<file path="src/rtl/ird_pkg.sv">
package ird_pkg;

  typedef enum logic [2:0] {
    TGT_MEM     = 3'd0,
    TGT_PEER    = 3'd1,
    TGT_VGA_MEM = 3'd2,
    TGT_VGA_IO  = 3'd3,
    TGT_SUBTR   = 3'd4,
    TGT_ABORT   = 3'd5,
    TGT_ERROR   = 3'd6
  } route_e;

  typedef struct packed {
    route_e target;
    logic   noncoh;
  } decision_t;

  // Legacy ranges, inclusive at both ends
  localparam logic [19:0] LEG_MEM_FIRST = 20'hA0000;
  localparam logic [19:0] LEG_MEM_LAST  = 20'hBFFFF;
  localparam logic [15:0] LEG_IO_A_FIRST = 16'h03B0;
  localparam logic [15:0] LEG_IO_A_LAST  = 16'h03BB;
  localparam logic [15:0] LEG_IO_B_FIRST = 16'h03C0;
  localparam logic [15:0] LEG_IO_B_LAST  = 16'h03DF;

endpackage

</file>
<file path="src/rtl/ird_rst_sync.sv">
module ird_rst_sync (
  input  logic clk,
  input  logic rst_n,
  output logic rst_sync_n
);

  logic stage_q;
  logic out_q;

  always_ff @(posedge clk or negedge rst_n) begin
    if (!rst_n) begin
      stage_q <= 1'b0;
      out_q   <= 1'b0;
    end else begin
      stage_q <= 1'b1;
      out_q   <= stage_q;
    end
  end

  assign rst_sync_n = out_q;

endmodule

</file>
<file path="src/rtl/ird_window_match.sv">
module ird_window_match #(
  parameter int ADDR_W = 40
) (
  input  logic [ADDR_W-1:0] addr,
  input  logic [ADDR_W-1:0] base,
  input  logic [ADDR_W-1:0] limit,
  output logic              hit
);

  logic enabled;
  logic above_base;
  logic below_limit;

  always_comb begin
    enabled     = (limit > base);
    above_base  = (addr >= base);
    below_limit = (addr < limit);
    hit         = enabled && above_base && below_limit;
  end

endmodule

</file>
<file path="src/rtl/ird_classify.sv">
module ird_classify
  import ird_pkg::*;
#(
  parameter int ADDR_W = 40
) (
  input  logic [ADDR_W-1:0] addr,
  input  logic              is_io,
  input  logic              is_write,
  input  logic              over_limit,
  input  logic              prot_hit,
  input  logic              mgmt_hit,
  input  logic              mem_hit,
  input  logic              nc_hit,
  input  logic              peer_hit,
  output decision_t         decision
);

  localparam logic [ADDR_W-1:0] LEG_LO = ADDR_W'(LEG_MEM_FIRST);
  localparam logic [ADDR_W-1:0] LEG_HI = ADDR_W'(LEG_MEM_LAST);

  logic [15:0] io_port;
  logic        leg_mem_hit;
  logic        leg_io_hit;
  logic        abort_hit;

  always_comb begin
    io_port     = addr[15:0];
    leg_mem_hit = (addr >= LEG_LO) && (addr <= LEG_HI);
    leg_io_hit  = ((io_port >= LEG_IO_A_FIRST) && (io_port <= LEG_IO_A_LAST)) ||
                  ((io_port >= LEG_IO_B_FIRST) && (io_port <= LEG_IO_B_LAST));
    abort_hit   = prot_hit && !mgmt_hit;
  end

  always_comb begin
    decision.target = TGT_SUBTR;
    decision.noncoh = 1'b0;
    if (is_io) begin
      decision.target = leg_io_hit ? TGT_VGA_IO : TGT_SUBTR;
    end else if (over_limit) begin
      decision.target = TGT_ERROR;
    end else if (abort_hit) begin
      decision.target = TGT_ABORT;
    end else if (leg_mem_hit) begin
      decision.target = TGT_VGA_MEM;
    end else if (mem_hit) begin
      decision.target = TGT_MEM;
      decision.noncoh = nc_hit;
    end else if (peer_hit) begin
      decision.target = is_write ? TGT_PEER : TGT_ABORT;
    end else begin
      decision.target = TGT_SUBTR;
    end
  end

endmodule

</file>
<file path="src/rtl/ird_out_stage.sv">
module ird_out_stage
  import ird_pkg::*;
(
  input  logic      clk,
  input  logic      rst_n,
  input  logic      in_valid,
  output logic      in_ready,
  input  decision_t in_data,
  output logic      out_valid,
  input  logic      out_ready,
  output decision_t out_data
);

  logic      valid_q;
  logic      valid_d;
  decision_t data_q;
  logic      load_en;

  always_comb begin
    in_ready = !valid_q || out_ready;
    load_en  = in_valid && in_ready;
    if (load_en) begin
      valid_d = 1'b1;
    end else if (out_ready) begin
      valid_d = 1'b0;
    end else begin
      valid_d = valid_q;
    end
  end

  always_ff @(posedge clk or negedge rst_n) begin
    if (!rst_n) begin
      valid_q <= 1'b0;
    end else begin
      valid_q <= valid_d;
    end
  end

  always_ff @(posedge clk or negedge rst_n) begin
    if (!rst_n) begin
      data_q <= '{target: TGT_SUBTR, noncoh: 1'b0};
    end else if (load_en) begin
      data_q <= in_data;
    end
  end

  assign out_valid = valid_q;
  assign out_data  = data_q;

  AST_ACCEPT_LATENCY: assert property (@(posedge clk) disable iff (!rst_n)
    in_valid && in_ready |=> out_valid);
  AST_HOLD_STABLE: assert property (@(posedge clk) disable iff (!rst_n)
    out_valid && !out_ready |=> out_valid && $stable(out_data));
  AST_STALL_BLOCKS: assert property (@(posedge clk) disable iff (!rst_n)
    out_valid && !out_ready |-> !in_ready);

endmodule

</file>
<file path="src/rtl/inbound_route_decoder.sv">
module inbound_route_decoder
  import ird_pkg::*;
#(
  parameter int ADDR_W = 40,
  parameter int PROT_N = 2,
  parameter int MGMT_N = 2
) (
  input  logic                     clk,
  input  logic                     rst_n,
  input  logic                     req_valid,
  output logic                     req_ready,
  input  logic [ADDR_W-1:0]        req_addr,
  input  logic                     req_is_io,
  input  logic                     req_is_write,
  input  logic [ADDR_W-1:0]        cfg_phys_limit,
  input  logic [ADDR_W-1:0]        cfg_tolm,
  input  logic [ADDR_W-1:0]        cfg_tohm,
  input  logic [ADDR_W-1:0]        cfg_nc_base,
  input  logic [ADDR_W-1:0]        cfg_nc_limit,
  input  logic [ADDR_W-1:0]        cfg_peer_base,
  input  logic [ADDR_W-1:0]        cfg_peer_limit,
  input  logic [PROT_N*ADDR_W-1:0] cfg_prot_base,
  input  logic [PROT_N*ADDR_W-1:0] cfg_prot_limit,
  input  logic [MGMT_N*ADDR_W-1:0] cfg_mgmt_base,
  input  logic [MGMT_N*ADDR_W-1:0] cfg_mgmt_limit,
  output logic                     rsp_valid,
  input  logic                     rsp_ready,
  output logic [2:0]               rsp_target,
  output logic                     rsp_noncoh
);

  localparam logic [ADDR_W-1:0] HIGH_BASE = ADDR_W'(64'h1_0000_0000);
  localparam logic [ADDR_W-1:0] ZERO_ADDR = '0;

  logic              rst_sync_n;
  logic              low_hit;
  logic              high_hit;
  logic              nc_win_hit;
  logic              peer_hit;
  logic [PROT_N-1:0] prot_hits;
  logic [MGMT_N-1:0] mgmt_hits;
  logic              over_limit;
  logic              mem_hit;
  decision_t         decision;
  decision_t         rsp_data;

  ird_rst_sync u_rst_sync (
    .clk        (clk),
    .rst_n      (rst_n),
    .rst_sync_n (rst_sync_n)
  );

  ird_window_match #(.ADDR_W(ADDR_W)) u_low_win (
    .addr(req_addr), .base(ZERO_ADDR), .limit(cfg_tolm), .hit(low_hit)
  );
  ird_window_match #(.ADDR_W(ADDR_W)) u_high_win (
    .addr(req_addr), .base(HIGH_BASE), .limit(cfg_tohm), .hit(high_hit)
  );
  ird_window_match #(.ADDR_W(ADDR_W)) u_nc_win (
    .addr(req_addr), .base(cfg_nc_base), .limit(cfg_nc_limit), .hit(nc_win_hit)
  );
  ird_window_match #(.ADDR_W(ADDR_W)) u_peer_win (
    .addr(req_addr), .base(cfg_peer_base), .limit(cfg_peer_limit), .hit(peer_hit)
  );

  for (genvar p = 0; p < PROT_N; p++) begin : g_prot
    ird_window_match #(.ADDR_W(ADDR_W)) u_win (
      .addr  (req_addr),
      .base  (cfg_prot_base[p*ADDR_W +: ADDR_W]),
      .limit (cfg_prot_limit[p*ADDR_W +: ADDR_W]),
      .hit   (prot_hits[p])
    );
  end

  for (genvar m = 0; m < MGMT_N; m++) begin : g_mgmt
    ird_window_match #(.ADDR_W(ADDR_W)) u_win (
      .addr  (req_addr),
      .base  (cfg_mgmt_base[m*ADDR_W +: ADDR_W]),
      .limit (cfg_mgmt_limit[m*ADDR_W +: ADDR_W]),
      .hit   (mgmt_hits[m])
    );
  end

  always_comb begin
    over_limit = (req_addr >= cfg_phys_limit);
    mem_hit    = low_hit || high_hit;
  end

  ird_classify #(.ADDR_W(ADDR_W)) u_classify (
    .addr       (req_addr),
    .is_io      (req_is_io),
    .is_write   (req_is_write),
    .over_limit (over_limit),
    .prot_hit   (|prot_hits),
    .mgmt_hit   (|mgmt_hits),
    .mem_hit    (mem_hit),
    .nc_hit     (nc_win_hit),
    .peer_hit   (peer_hit),
    .decision   (decision)
  );

  ird_out_stage u_out (
    .clk       (clk),
    .rst_n     (rst_sync_n),
    .in_valid  (req_valid),
    .in_ready  (req_ready),
    .in_data   (decision),
    .out_valid (rsp_valid),
    .out_ready (rsp_ready),
    .out_data  (rsp_data)
  );

  assign rsp_target = rsp_data.target;
  assign rsp_noncoh = rsp_data.noncoh;

  AST_ERR_ABOVE_LIMIT: assert property (@(posedge clk) disable iff (!rst_sync_n)
    req_valid && req_ready && !req_is_io && (req_addr >= cfg_phys_limit)
    |=> rsp_target == TGT_ERROR);
  AST_IO_TARGETS: assert property (@(posedge clk) disable iff (!rst_sync_n)
    req_valid && req_ready && req_is_io
    |=> (rsp_target == TGT_VGA_IO) || (rsp_target == TGT_SUBTR));
  AST_WINDOWS_DISJOINT: assert property (@(posedge clk) disable iff (!rst_sync_n)
    req_valid && req_ready |-> cfg_tolm <= HIGH_BASE);
  AST_NC_ONLY_MEM: assert property (@(posedge clk) disable iff (!rst_sync_n)
    rsp_valid && rsp_noncoh |-> rsp_target == TGT_MEM);
  AST_PEER_READ_REJECT: assert property (@(posedge clk) disable iff (!rst_sync_n)
    req_valid && req_ready && !req_is_io && !req_is_write
    |=> rsp_target != TGT_PEER);

endmodule

</file>
<file path="config.mk">
export PLATFORM = sky130hd
export DESIGN_NAME = inbound_route_decoder
export DESIGN_NICKNAME = d
export VERILOG_FILES = /design/src/rtl/ird_pkg.sv /design/src/rtl/ird_rst_sync.sv /design/src/rtl/ird_window_match.sv /design/src/rtl/ird_classify.sv /design/src/rtl/ird_out_stage.sv /design/src/rtl/inbound_route_decoder.sv
export SDC_FILE = /design/constraint.sdc
export NUM_CORES = 1
export LEC_CHECK = 0
export BUFFER_PORTS_ARGS = -buffer_cell sky130_fd_sc_hd__buf_4
export CELL_PAD_IN_SITES_DETAIL_PLACEMENT = 0
export CELL_PAD_IN_SITES_GLOBAL_PLACEMENT = 1
export CORE_AREA = 4 4 253 255
export CTS_CLUSTER_SIZE = 24
export DETAILED_ROUTE_END_ITERATION = 12
export DIE_AREA = 0 0 257 259
export PLACE_DENSITY = 0.73
export SLEW_MARGIN = 20
export SYNTH_ARGS = -nofsm -noshare
export SYNTH_HDL_FRONTEND = slang
export SYNTH_SLANG_ARGS = --single-unit
export TNS_END_PERCENT = 50
</file>
<file path="constraint.sdc">
create_clock -name clk -period 0.8 [get_ports clk]
set_input_delay 0.08 -clock clk [delete_from_list [all_inputs] [get_ports clk]]
set_output_delay 0.08 -clock clk [all_outputs]
set_load 0.02 [all_outputs]
</file>
==> flow_summary.yaml <==
status:
  run_status: "finished with violations"
  violations: "setup timing"
critical_path:
  cp_num_buf_inv: 5
  required_ps: 970
  reg2reg_slack_ps: -1090
  cp.arrival_ps: 2560
  crit_path_cell_trace: "buf_4, inv_1, buf_4, ha_4, nand4_1, or4_4, a311oi_2, buf_4, nand4_1, o211ai_1, buf_4, a32o_1"
  crit_family: "simple AND/OR/NAND/NOR gates"
  crit_type: "input port to flop"
  endpoint_kind: "flop"
  slowest_stage: "or4_4"
  crit_path_max_incr_delay_ps: 590
  path_max_fanout: 4
  cp-start-kind: "input port"
  cp_common_cell: "buf_4"
drt:
  viasPerCell: 5.02
  ant_nets: 0
  wl_per_cell_um: 20.2
  wirelength_um: 98700
  drt-pass1-iter-count: 5
  remaining_drc_errors: 0
  via_count: 24500
  drtIter0Drc: 1280
global_routing:
  grt_pass1_vias: 24700
  grtUsageTotal_pct: 28.1
  antenna_found_initial: 26
  grt_max_degree: 15
  overflow: 0
  grt_pass1_wl_um: 145000
logic_synthesis:
  yosysSeqAreaShare_pct: 0.870
  yosys-top-cells-area: "ha_1 (51%), inv_1 (11%), a21oi_1 (6.9%)"
  synth_top_cell_area_share_pct: 51.4
  yosysTopAreaCell: "ha_1"
  synthesis.nets: 4192
  synth_edf_count: 0
  synth_warnings: 0
  synth.ff_latch_count: 7
  syn_area_mm2: 0.0203
  synthArstFlopShare_pct: 100
  synth_area_per_cell_um2: 7.47
  synth_ff_type: "dfrtp_1"
  ys_types: 60
  netlist_instances: 2714
pwr:
  power.total_uw: 18700
  p_leak_uw: 0.0191
  power_density_mw_per_mm2: 573
  vdd_drop_max_v: 0.000553
cells_and_area:
  utilization_pct: 53.0
  multi_input_area_mm2: 0.0188
  final_area_mm2: 0.0326
  area_growth_pct: 61.0
  nFillCells: 6075
  layout_common_cells: "buf_4 (1,238), ha_1 (785), inv_1 (583)"
  final_nets: 5497
  drive_gt1_share_pct: 36.3
  final_common_cell: "buf_4"
  seq_area_um2: 179
sta:
  fin_crit_sh_pct: 298
  timing.hold.ws_ps: 131
  timing.fmax_mhz: 420
  tns_ps: -7480
  max_slew_margin_pct: 55.6
  grt_setup_unrepaired: "yes"
  fin_ws_ps: -1580
  worst_pin_slew_ps: 661
  final-setup-viol-count: 10
  hold_violations: 0
  finalCriticalPeriod_ps: 2380
  slew_viol_final: 0
  worst_clock_skew_ps: 3.22
floorplanning:
  core_area_mm2: 0.0616
  fp-row-count: 91
  die_h_um: 259
  io_pins: 652
  start_util_pct: 32.9
  die_w_um: 257
  die_area_mm2: 0.0666
cts:
  cts-root-buf: "clkbuf_16"
  numCtsBuffers: 3
  cts.reportedPaths.clkPinSlew_ps: 40
  cts_tree: "yes"
  numClockSinks: 7
  clockBufferDepth: 2
  clk_latency_ps: 240
  htreeDepth: 1
min_path:
  hold_class: "flop to asynchronous set/reset pin"
placement:
  portBuffers: 651
  finalWeightedCongestion: 0.965
  placed_area_mm2: 0.0312
  dp_hpwl_um: 89900
flow_run:
  cap_viol_max_count: 0
-- routing by layer --
metal  wire length (um)  GRT usage [%]  up-vias
li1                   -              -    12500
met1              43900           36.7    11100
met2              46100           48.8      711
met3               5650           3.78      126
met4               2980           7.36        6
met5                 41              0        -
-- metrics by stage --
stage                     instances  setup slack, ps
final                          4877            -1580
after global routing           4874            -1690
after CTS                      4851            -1650
after detailed placement       4824            -2360
after global placement         4824            -2300
after floorplan                2714            -1390
-- kinds of logic after synthesis --
family	count (synthesis)	share of synthesized area, %
adders and majority gates	832	51.4
AOI/OAI and AO/OA	709	21.8
other	1	0.0185
buffers and inverters	609	11.3
DFF	7	0.870
and+or+nand+nor	556	14.7
-- registers in the layout, indices dropped and copies added, names as in the netlist --
| signal | cells |
|---|---|
| u_rst_sync.rst_sync_n | 1 |
| u_rst_sync.stage_q | 1 |
| u_out.out_data | 4 |
| u_out.out_valid | 1 |
-- what timing repair did --
action,in CTS,in global routing
pin swaps,63,25
hold buffers,1,0
resized for setup,181,41
endpoints found under the hold margin,2,0
endpoints found under the setup margin,10,11
buffers inserted,24,5
-- synth_stat cells, types with 2 or more instances --
| cell type | n |
|---|---|
| a22oi_1 | 2 |
| nand2_1 | 123 |
| o21ai_0 | 114 |
| ha_1 | 832 |
| a31oi_1 | 11 |
| a311oi_1 | 2 |
| o2111ai_1 | 3 |
| or2_2 | 4 |
| and3_1 | 4 |
| or3_1 | 2 |
| o21a_1 | 7 |
| nor2_1 | 68 |
| a21boi_0 | 3 |
| nand2b_1 | 15 |
| nor2b_1 | 22 |
| o221ai_1 | 3 |
| a2111oi_0 | 16 |
| a21oi_1 | 278 |
| a22o_1 | 2 |
| a221o_1 | 2 |
| a31o_2 | 3 |
| o311ai_0 | 3 |
| o21bai_1 | 2 |
| o211ai_1 | 19 |
| a221oi_1 | 12 |
| a211o_1 | 7 |
| inv_1 | 609 |
| o31ai_1 | 8 |
| nor3_1 | 26 |
| and4_1 | 9 |
| nand4_1 | 155 |
| or4_1 | 6 |
| nor4_2 | 2 |
| a211oi_1 | 41 |
| nor4b_1 | 3 |
| nand3_1 | 60 |
| a21o_1 | 160 |
| nor3b_1 | 3 |
| dfrtp_1 | 6 |
| nor4_1 | 47 |
-- report_power, final --
part           internal [uW]  total [uW]  switching, uW
logic                   8970       17300           8360
registers                400         448           47.7
clock network            669         913            244
total                  10000       18700           8650
-- final timing paths --
check,from,endpoint,depth (start not counted)
worst min-delay path,u_rst_sync.rst_sync_n,u_out.out_data[2],0
worst min register to register,u_rst_sync.rst_sync_n,u_out.out_data[2],0
worst max-delay path,cfg_mgmt_base[77],u_out.out_data[0],12
min in group clk,req_valid,u_out.out_valid,3
worst max register to register,u_out.out_valid,u_out.out_data[0],8
max in group asynchronous,u_rst_sync.rst_sync_n,u_out.out_data[3],0
-- area by class of cell --
cell class              instances  share of cell area [%]
clock buffers                   4                   0.241
diodes                         22                   0.169
inverters                     609                    7.20
flip-flops and latches          7                   0.548
well taps                     837                    3.21
repair buffers               1300                    30.9
multi-input cells            2098                    57.7
Power figures use the tool's default switching activity.
